File: src/rtl/iack_pkg.sv
package iack_pkg;

  localparam int IACK_ADDR_W = 32;
  localparam int IACK_LVL_W  = 3;

  localparam logic [1:0] SIZE_BYTE = 2'b01;
  localparam logic [1:0] TT_IACK   = 2'b11;

  typedef enum logic [2:0] {
    ST_IDLE,
    ST_ADDR,
    ST_WAIT,
    ST_DONE,
    ST_ERR
  } iack_state_t;

  // Upper field all ones, level in the middle, low two bits zero.
  function automatic logic [IACK_ADDR_W-1:0] iack_addr(input logic [IACK_LVL_W-1:0] lvl);
    return {{(IACK_ADDR_W-IACK_LVL_W-2){1'b1}}, lvl, 2'b00};
  endfunction

endpackage

File: src/rtl/iack_tmo.sv
module iack_tmo #(
  parameter int TMO_W = 8
) (
  input  logic             clk,
  input  logic             rst_n,
  input  logic             run,
  input  logic [TMO_W-1:0] limit,
  output logic             expire
);

  logic [TMO_W-1:0] cnt_q;

  // Expire on the limit-th waiting clock; a zero limit never expires.
  assign expire = run && (limit != '0) && (cnt_q == limit - 1'b1);

  always_ff @(posedge clk or negedge rst_n) begin
    if (!rst_n)       cnt_q <= '0;
    else if (!run)    cnt_q <= '0;
    else if (!expire) cnt_q <= cnt_q + 1'b1;
  end

endmodule

File: src/rtl/iack_ctrl.sv
module iack_ctrl
  import iack_pkg::*;
(
  input  logic                  clk,
  input  logic                  rst_n,
  input  logic                  req_valid,
  input  logic [IACK_LVL_W-1:0] req_level,
  input  logic                  ack,
  input  logic                  expire,
  output iack_state_t           state,
  output logic [IACK_LVL_W-1:0] level,
  output logic                  accept_evt,
  output logic                  capture_evt,
  output logic                  abort_evt
);

  iack_state_t state_q, state_d;
  logic [IACK_LVL_W-1:0] level_q;

  assign accept_evt  = (state_q == ST_IDLE) && req_valid;
  assign capture_evt = (state_q == ST_WAIT) && ack;
  assign abort_evt   = (state_q == ST_WAIT) && !ack && expire;

  always_comb begin
    state_d = state_q;
    unique case (state_q)
      ST_IDLE: if (accept_evt) state_d = ST_ADDR;
      ST_ADDR: state_d = ST_WAIT;
      ST_WAIT: begin
        if (capture_evt)    state_d = ST_DONE;
        else if (abort_evt) state_d = ST_ERR;
      end
      ST_DONE: state_d = ST_IDLE;
      ST_ERR:  state_d = ST_IDLE;
      default: state_d = ST_IDLE;
    endcase
  end

  always_ff @(posedge clk or negedge rst_n) begin
    if (!rst_n) begin
      state_q <= ST_IDLE;
      level_q <= '0;
    end else begin
      state_q <= state_d;
      if (accept_evt) level_q <= req_level;
    end
  end

  assign state = state_q;
  assign level = level_q;

endmodule

File: src/rtl/iack_capture.sv
module iack_capture #(
  parameter int DATA_W = 32,
  parameter int VEC_W  = 8
) (
  input  logic              clk,
  input  logic              rst_n,
  input  logic              load,
  input  logic [DATA_W-1:0] data,
  output logic [VEC_W-1:0]  vec
);

  localparam int LO_W = DATA_W - VEC_W;

  logic [VEC_W-1:0] vec_q;
  logic             unused_low;

  assign unused_low = ^data[LO_W-1:0];

  always_ff @(posedge clk or negedge rst_n) begin
    if (!rst_n)    vec_q <= '0;
    else if (load) vec_q <= data[DATA_W-1 -: VEC_W];
  end

  assign vec = vec_q;

endmodule

File: src/rtl/iack_cycle_gen.sv
module iack_cycle_gen
  import iack_pkg::*;
#(
  parameter int DATA_W = 32,
  parameter int VEC_W  = 8,
  parameter int TMO_W  = 8
) (
  input  logic                   clk,
  input  logic                   rst_n,
  input  logic                   req_valid,
  input  logic [IACK_LVL_W-1:0]  req_level,
  input  logic [TMO_W-1:0]       tmo_limit,
  input  logic                   bus_ack,
  input  logic [DATA_W-1:0]      bus_data,
  output logic                   bus_drive,
  output logic                   bus_start,
  output logic [IACK_ADDR_W-1:0] bus_addr,
  output logic                   bus_rd,
  output logic [1:0]             bus_size,
  output logic [1:0]             bus_ttype,
  output logic [IACK_LVL_W-1:0]  bus_tmod,
  output logic                   busy,
  output logic [VEC_W-1:0]       vec_out,
  output logic                   done,
  output logic                   err
);

  iack_state_t           state;
  logic [IACK_LVL_W-1:0] level;
  logic                  accept_evt, capture_evt, abort_evt, expire;
  logic                  in_wait;

  assign in_wait = (state == ST_WAIT);

  iack_ctrl u_ctrl (
    .clk         (clk),
    .rst_n       (rst_n),
    .req_valid   (req_valid),
    .req_level   (req_level),
    .ack         (bus_ack),
    .expire      (expire),
    .state       (state),
    .level       (level),
    .accept_evt  (accept_evt),
    .capture_evt (capture_evt),
    .abort_evt   (abort_evt)
  );

  iack_tmo #(.TMO_W(TMO_W)) u_tmo (
    .clk    (clk),
    .rst_n  (rst_n),
    .run    (in_wait),
    .limit  (tmo_limit),
    .expire (expire)
  );

  iack_capture #(.DATA_W(DATA_W), .VEC_W(VEC_W)) u_cap (
    .clk   (clk),
    .rst_n (rst_n),
    .load  (capture_evt),
    .data  (bus_data),
    .vec   (vec_out)
  );

  always_comb begin
    bus_drive = (state == ST_ADDR) || in_wait;
    bus_start = (state == ST_ADDR);
    bus_addr  = '0;
    bus_rd    = 1'b0;
    bus_size  = '0;
    bus_ttype = '0;
    bus_tmod  = '0;
    if (bus_drive) begin
      bus_addr  = iack_addr(level);
      bus_rd    = 1'b1;
      bus_size  = SIZE_BYTE;
      bus_ttype = TT_IACK;
      bus_tmod  = level;
    end
  end

  assign busy = (state != ST_IDLE);
  assign done = (state == ST_DONE);
  assign err  = (state == ST_ERR);

endmodule

File: config.mk
export PLATFORM = sky130hd
export DESIGN_NAME = iack_cycle_gen
export DESIGN_NICKNAME = d
export VERILOG_FILES = /design/src/rtl/iack_pkg.sv /design/src/rtl/iack_tmo.sv /design/src/rtl/iack_ctrl.sv /design/src/rtl/iack_capture.sv /design/src/rtl/iack_cycle_gen.sv
export SDC_FILE = /design/constraint.sdc
export NUM_CORES = 1
export LEC_CHECK = 0
export ABC_AREA = 0
export CAP_MARGIN = 20
export CORE_MARGIN = 10
export CORE_UTILIZATION = 40
export CTS_CLUSTER_DIAMETER = 60
export DETAILED_ROUTE_END_ITERATION = 6
export PLACE_DENSITY = 0.95
export REMOVE_ABC_BUFFERS = 1
export SLEW_MARGIN = 20
export SYNTH_ARGS = -nofsm -noshare
export SYNTH_HDL_FRONTEND = slang
export SYNTH_SLANG_ARGS = --single-unit
File: constraint.sdc
create_clock -name clk -period 4.3 [get_ports clk]
set_input_delay 0.43 -clock clk [delete_from_list [all_inputs] [get_ports clk]]
set_output_delay 0.43 -clock clk [all_outputs]
set_load 0.05 [all_outputs]
==> metrics.txt, run 1 <==
status finished clean; CP max FO 32; Detailed Route WL 4108 microns; share of post-route cells with drive strength above 1 0.1111; Syn Std Cell Area 1582 sq um; Detailed Routing Iterations Pass 1 4; GPL Wtd Cong 0.8772; synth warn 0; final setup margin around 0.94 ns; CP arrival 2.93 ns; Max Cap Viol 0; CP required 3.87 ns; sequential area share after synthesis 0.3481; FF-to-FF Start u_ctrl.state[0]; antenna violations before repair 0; Crit Path Class reg -> out; Starting Density 0.4225; vias in the first global route 1257; Seq cells post-synth 22; Post-Place Worst Slack between 1 and 1.5 ns; most frequent cells in the layout 72 x clkdlybuf4s50_1, 22 x dfrtp_1, 11 x mux2_2; post-CTS setup buffers 0; Filler cells around 320; All-Layer GR Usage 0.1164; commonest non-fill, non-tap cell in the layout clkdlybuf4s50_1; crit share post-route 0.7817; Hold Path Class reg -> reg; hold wc startpoint u_ctrl.level[2]; Detailed Route Iter0 Violations 61; CTS root buffer clkbuf_8; grt total ovfl 0; Final nets 249; largest net degree at the start of global routing 33; CP Capture Type output port; HPWL after DPL 3367 microns; IO Count 100; die area 6869 sq um; Final Max Slew Viols 0; maximum clock rate 297.5 MHz; clk slew on worst S/H paths 0.08 ns; RSZ-0062 raised after global routing false; Syn Inst Count 160; core area 3744 sq um; Max-slew headroom 0.3449; clock buffer depth 2; CTS tree done; CTS buffer count 3; die span in x approximately 83 microns; # rows 22; area grow syn2layout 34.10%; crit path launch u_ctrl.state[0]; startpoint types register; post_cts resized 0; Final Hold Fails 0; post-synthesis area per instance around 10 sq um; vias per cell 4.793; actual slew at the worst max-slew pin 0.9795 ns; ant diodes 0; cts-stage hold buffer count 0; Max H-tree Level 1; Final ANT Viol Nets 0; die height a little over 80 microns; IO Port Bufs 72; DRC Markers 0; Final setup viols 0; WL/cell 16.70 microns; distinct cell type count after synthesis 37; clock latency on the worst-skew pair 0.26 ns; Worst Skew between 0.0008 and 0.0009 ns; Sink Count 22; fin crit period 3.361 ns; vias 1179; first-pass GRT wire length 6706 microns
-- sequential cells by signal, summed over array words and instances (netlist names) --
signal and count:
u_ctrl.level 3, u_tmo.cnt_q 8, u_ctrl.state 3, u_cap.vec 8
-- cell families (layout without fill, tap and decap cells) --
family / after synthesis / after routing / share of synthesized area
adders and majority gates: 3 / 3 / 0.02374
and+or+nand+nor: 47 / 47 / 0.1978
muxes: 13 / 13 / 0.09098
other: 1 / 3 / 0.002371
buffers and inverters: 45 / 81 / 0.2041
AOI/OAI and AO/OA: 18 / 18 / 0.07199
DFF: 22 / 22 / 0.3481
xor gates and xnor gates: 11 / 11 / 0.06092
-- through the flow --
| step | TNS, ns | cell area, sq um | utilization | hold WS [ns] | cells |
|---|---|---|---|---|---|
| floorplan | -229.78 | 1285 | - | 0.1344 | 122 |
| global placement | 0 | 2066 | 0.5518 | 0.4829 | 242 |
| detailed placement | 0 | 2066 | 0.5518 | 0.4918 | 242 |
| CTS | 0 | 2121 | 0.5665 | 0.5102 | 246 |
| global route | 0 | 2121 | 0.5665 | 0.5365 | 246 |
| finish | 0 | 2121 | 0.5665 | 0.5073 | 246 |
-- routing by layer --
| metal | vias to the layer above | global-route usage | wire length (microns) |
|---|---|---|---|
| li1 | 589 | - | - |
| met5 | - | 0 | 0 |
| met3 | 4 | 0.02441 | 169 |
| met1 | 553 | 0.1100 | 1493 |
| met2 | 33 | 0.2409 | 2417 |
| met4 | 0 | 0.02769 | 27 |
-- worst paths after layout --
path / to / cells past startpoint / slack, ns
min reg2reg: u_ctrl.level[2] / 1 / 0.51
max reg2reg: u_tmo.cnt_q[4] / 6 / 1.83
max: bus_size[0] / 4 / 0.94
max in group asynchronous: u_tmo.cnt_q[5] / 1 / 3.00
min in group asynchronous: u_tmo.cnt_q[3] / 1 / 0.70
min: u_ctrl.level[2] / 1 / 0.51
-- layout make-up --
class / count / area [sq um] / share of cell area
clock buffer: 4 / 55.05 / 0.02596
sequential: 22 / 550.5 / 0.2596
inverter: 5 / 18.77 / 0.008850
tap: 48 / 60.06 / 0.02832
multi-input combinational: 95 / 715.7 / 0.3375
timing repair buffer: 72 / 720.7 / 0.3398
-- critical path, stage by stage, from the launching register on --
cell and delay [ns]:
dfrtp_1 0.44, nor3b_1 0.45, nor2_1 0.16, inv_1 0.63, clkdlybuf4s50_1 0.98
-- synth_stat cells, drive strengths merged --
library cell / instances / area [sq um]
buf: 39 / 300.3
dfrtp: 22 / 550.5
mux2: 11 / 123.9
a21oi: 8 / 55.05
o21ai: 7 / 35.03
or3: 7 / 43.79
xnor2: 7 / 61.31
inv: 5 / 18.77
nand3: 5 / 30.03
nor2: 5 / 18.77
nor3: 5 / 36.29
nor3b: 4 / 30.03
xor2: 4 / 35.03
ha: 3 / 37.54
nand2: 3 / 11.26
nand4: 3 / 18.77
nor2b: 3 / 18.77
and2: 2 / 12.51
mux2i: 2 / 20.02
nand3b: 2 / 15.01
nor4: 2 / 27.53
a21o: 1 / 7.510
and3b: 1 / 8.760
and4: 1 / 8.760
and4b: 1 / 10.01
clkbuf: 1 / 3.750
conb: 1 / 3.750
nand2b: 1 / 6.260
o21bai: 1 / 7.510
o41ai: 1 / 8.760
or3b: 1 / 8.760
or4: 1 / 7.510
Power of run 1 is left out: the tool's default activity adds up to more than one toggle a clock period on the data nets, which glitch-free logic cannot reach.
==> run 2, diff against run 1 <==
CORE_UTILIZATION = 37   (was 40)
PLACE_DENSITY = 0.9   (was 0.95)
clock period = 3.1 ns   (was 4.3 ns; I/O delays follow)
==> run 2 against run 1 <==
Net effect:
- sequential cell count stayed put
- die area grew 6.1%
- critical path depth unchanged
- critical path type unchanged
==> metrics.txt, run 2 (synthesized netlist as in run 1, its figures left out) <==
core area 4058 sq um (was 3744 sq um); CTS buffer count 3 (unchanged); largest net degree at the start of global routing 23 (was 33); clock buffer depth 2 (unchanged); die area 7290 sq um (was 6869 sq um); WL met3 793 microns (was 169 microns); Sink Count 22 (unchanged); All-Layer GR Usage 0.1091 (was 0.1164); first-pass GRT wire length 6596 microns (was 6706 microns); met2 WL 1669 microns (was 2417 microns); crit path launch u_ctrl.state[1] (was u_ctrl.state[0]); Max-slew headroom 0.6407 (was 0.3449); grt total ovfl 0 (unchanged); share of post-route cells with drive strength above 1 0.1850 (was 0.1111); RSZ-0062 raised after global routing false (unchanged); M1 WL 1535 microns (was 1493 microns); vias 1238 (was 1179); Starting Density 0.3898 (was 0.4225); Max Cap Viol 0 (unchanged); crit share post-route 0.9147; Critical Path Max Stage Delay 0.92 ns (was 0.98 ns); ant diodes 0 (unchanged); CP max FO 22 (was 32); worst-path cell chain nor3b_1 -> nor2_1 -> inv_1 -> clkdlybuf4s50_1 (unchanged); status finished clean (unchanged); final hold slack 0.009637 ns (was 0.5073 ns); Crit Path Class reg -> out (unchanged); die span in x 85.38 microns (was 82.88 microns); vias per cell 4.952 (was 4.793); CP arrival 2.53 ns (was 2.93 ns); CP required 2.79 ns (was 3.87 ns); fin crit period 2.836 ns; Detailed Route WL 4032 microns (was 4108 microns); Detailed Route Iter0 Violations 26 (was 61); antenna violations before repair 0 (unchanged); FF-to-FF Start u_ctrl.state[0] (unchanged); HPWL after DPL 3292 microns (was 3367 microns); IO Count 100 (unchanged); final setup margin 0.2644 ns (was 0.9388 ns); most frequent cells in the layout 55 x clkdlybuf4s50_1, 22 x dfrtp_1, 15 x buf_4, 11 x mux2_2 (was 72 x clkdlybuf4s50_1, 22 x dfrtp_1, 11 x mux2_2); clock latency on the worst-skew pair 0.26 ns (about the same); actual slew at the worst max-slew pin 0.5381 ns (was 0.9795 ns); Final Max Slew Viols 0 (unchanged); Final nets 252 (was 249); area grow syn2layout 33.23% (was 34.10%); die height 85.38 microns (was 82.88 microns); Hold Path Class in -> async (was reg -> reg); WL/cell 16.13 microns (was 16.70 microns); Detailed Routing Iterations Pass 1 4 (unchanged); startpoint types register (unchanged); Final ANT Viol Nets 0 (unchanged); CTS tree done (unchanged); GPL Wtd Cong 0.7981 (was 0.8772); clk slew on worst S/H paths 0.08 ns (about the same); DRC Markers 0 (unchanged); commonest non-fill, non-tap cell in the layout clkdlybuf4s50_1 (unchanged); post_cts resized 0 (unchanged); Filler cells 356 (was 322); Post-Place Worst Slack 0.4850 ns (was 1.229 ns); cts-stage hold buffer count 0 (unchanged); CTS root buffer clkbuf_8 (unchanged); Max H-tree Level 1 (unchanged); IO Port Bufs 72 (unchanged); CP Capture Type output port (unchanged); post-CTS setup buffers 0 (unchanged); maximum clock rate ~350 MHz; top sig layer met4 (unchanged); # rows 23 (was 22); CP max stage cell clkdlybuf4s50_1 (unchanged); Final setup viols 0 (unchanged); Worst Skew 0.003797 ns (was 0.0008806 ns); vias in the first global route 1370 (was 1257); Final Hold Fails 0 (unchanged)
## run 2: cell types whose count changed in the layout (fill, tap and decap cells not counted)
cell / change
clkdlybuf4s50_1: -17
buf_4: +15
dlymetal6s2s_1: +4
buf_2: +1
clkbuf_8: -1
## run 2: per-layer routing
layer,global-route usage,vias to the layer above
li1,-,593
met3,0.08987,2
met1,0.1128,571
met4,0.04042,0
met5,0,-
met2,0.1601,72
## run 2: final timing paths
check                      slack, ns  cells after the start         endpoint
max reg2reg                     0.87                      6  u_ctrl.state[1]
min in group clk                0.51                      1  u_ctrl.level[2]
min reg2reg                     0.51                      1  u_ctrl.level[2]
min                             0.01                      1     u_cap.vec[1]
max in group asynchronous       2.75                      1  u_ctrl.state[2]
max                             0.26                      4     bus_addr[16]
## run 2: cell type report
| class | instances | area [sq um] | share of cell area |
|---|---|---|---|
| multi-input cells | 95 | 715.7 | 0.3397 |
| flip-flops and latches | 22 | 550.5 | 0.2613 |
| repair buffers | 75 | 718.2 | 0.3409 |
| inverters | 5 | 18.77 | 0.008907 |
| clock buffers | 3 | 41.29 | 0.01960 |
| well taps | 50 | 62.56 | 0.02969 |
## run 2: per-stage QoR
step | std cells | util | area [sq um] | setup TNS (ns)
after global routing | 250 | 0.5193 | 2107 | 0
after detailed placement | 247 | 0.5079 | 2061 | 0
after floorplan | 122 | - | 1285 | -267.61
after CTS | 250 | 0.5180 | 2102 | 0
after global placement | 247 | 0.5079 | 2061 | 0
final | 250 | 0.5193 | 2107 | 0
## run 2: worst max-delay path: cells and delay by family, from the launching register on
family                 cells  cell delay, ns
AND/OR/NAND/NOR            2            0.48
buffers and inverters      2            1.34
flip-flops                 1            0.45
Power of run 2 is left out for the same reason.
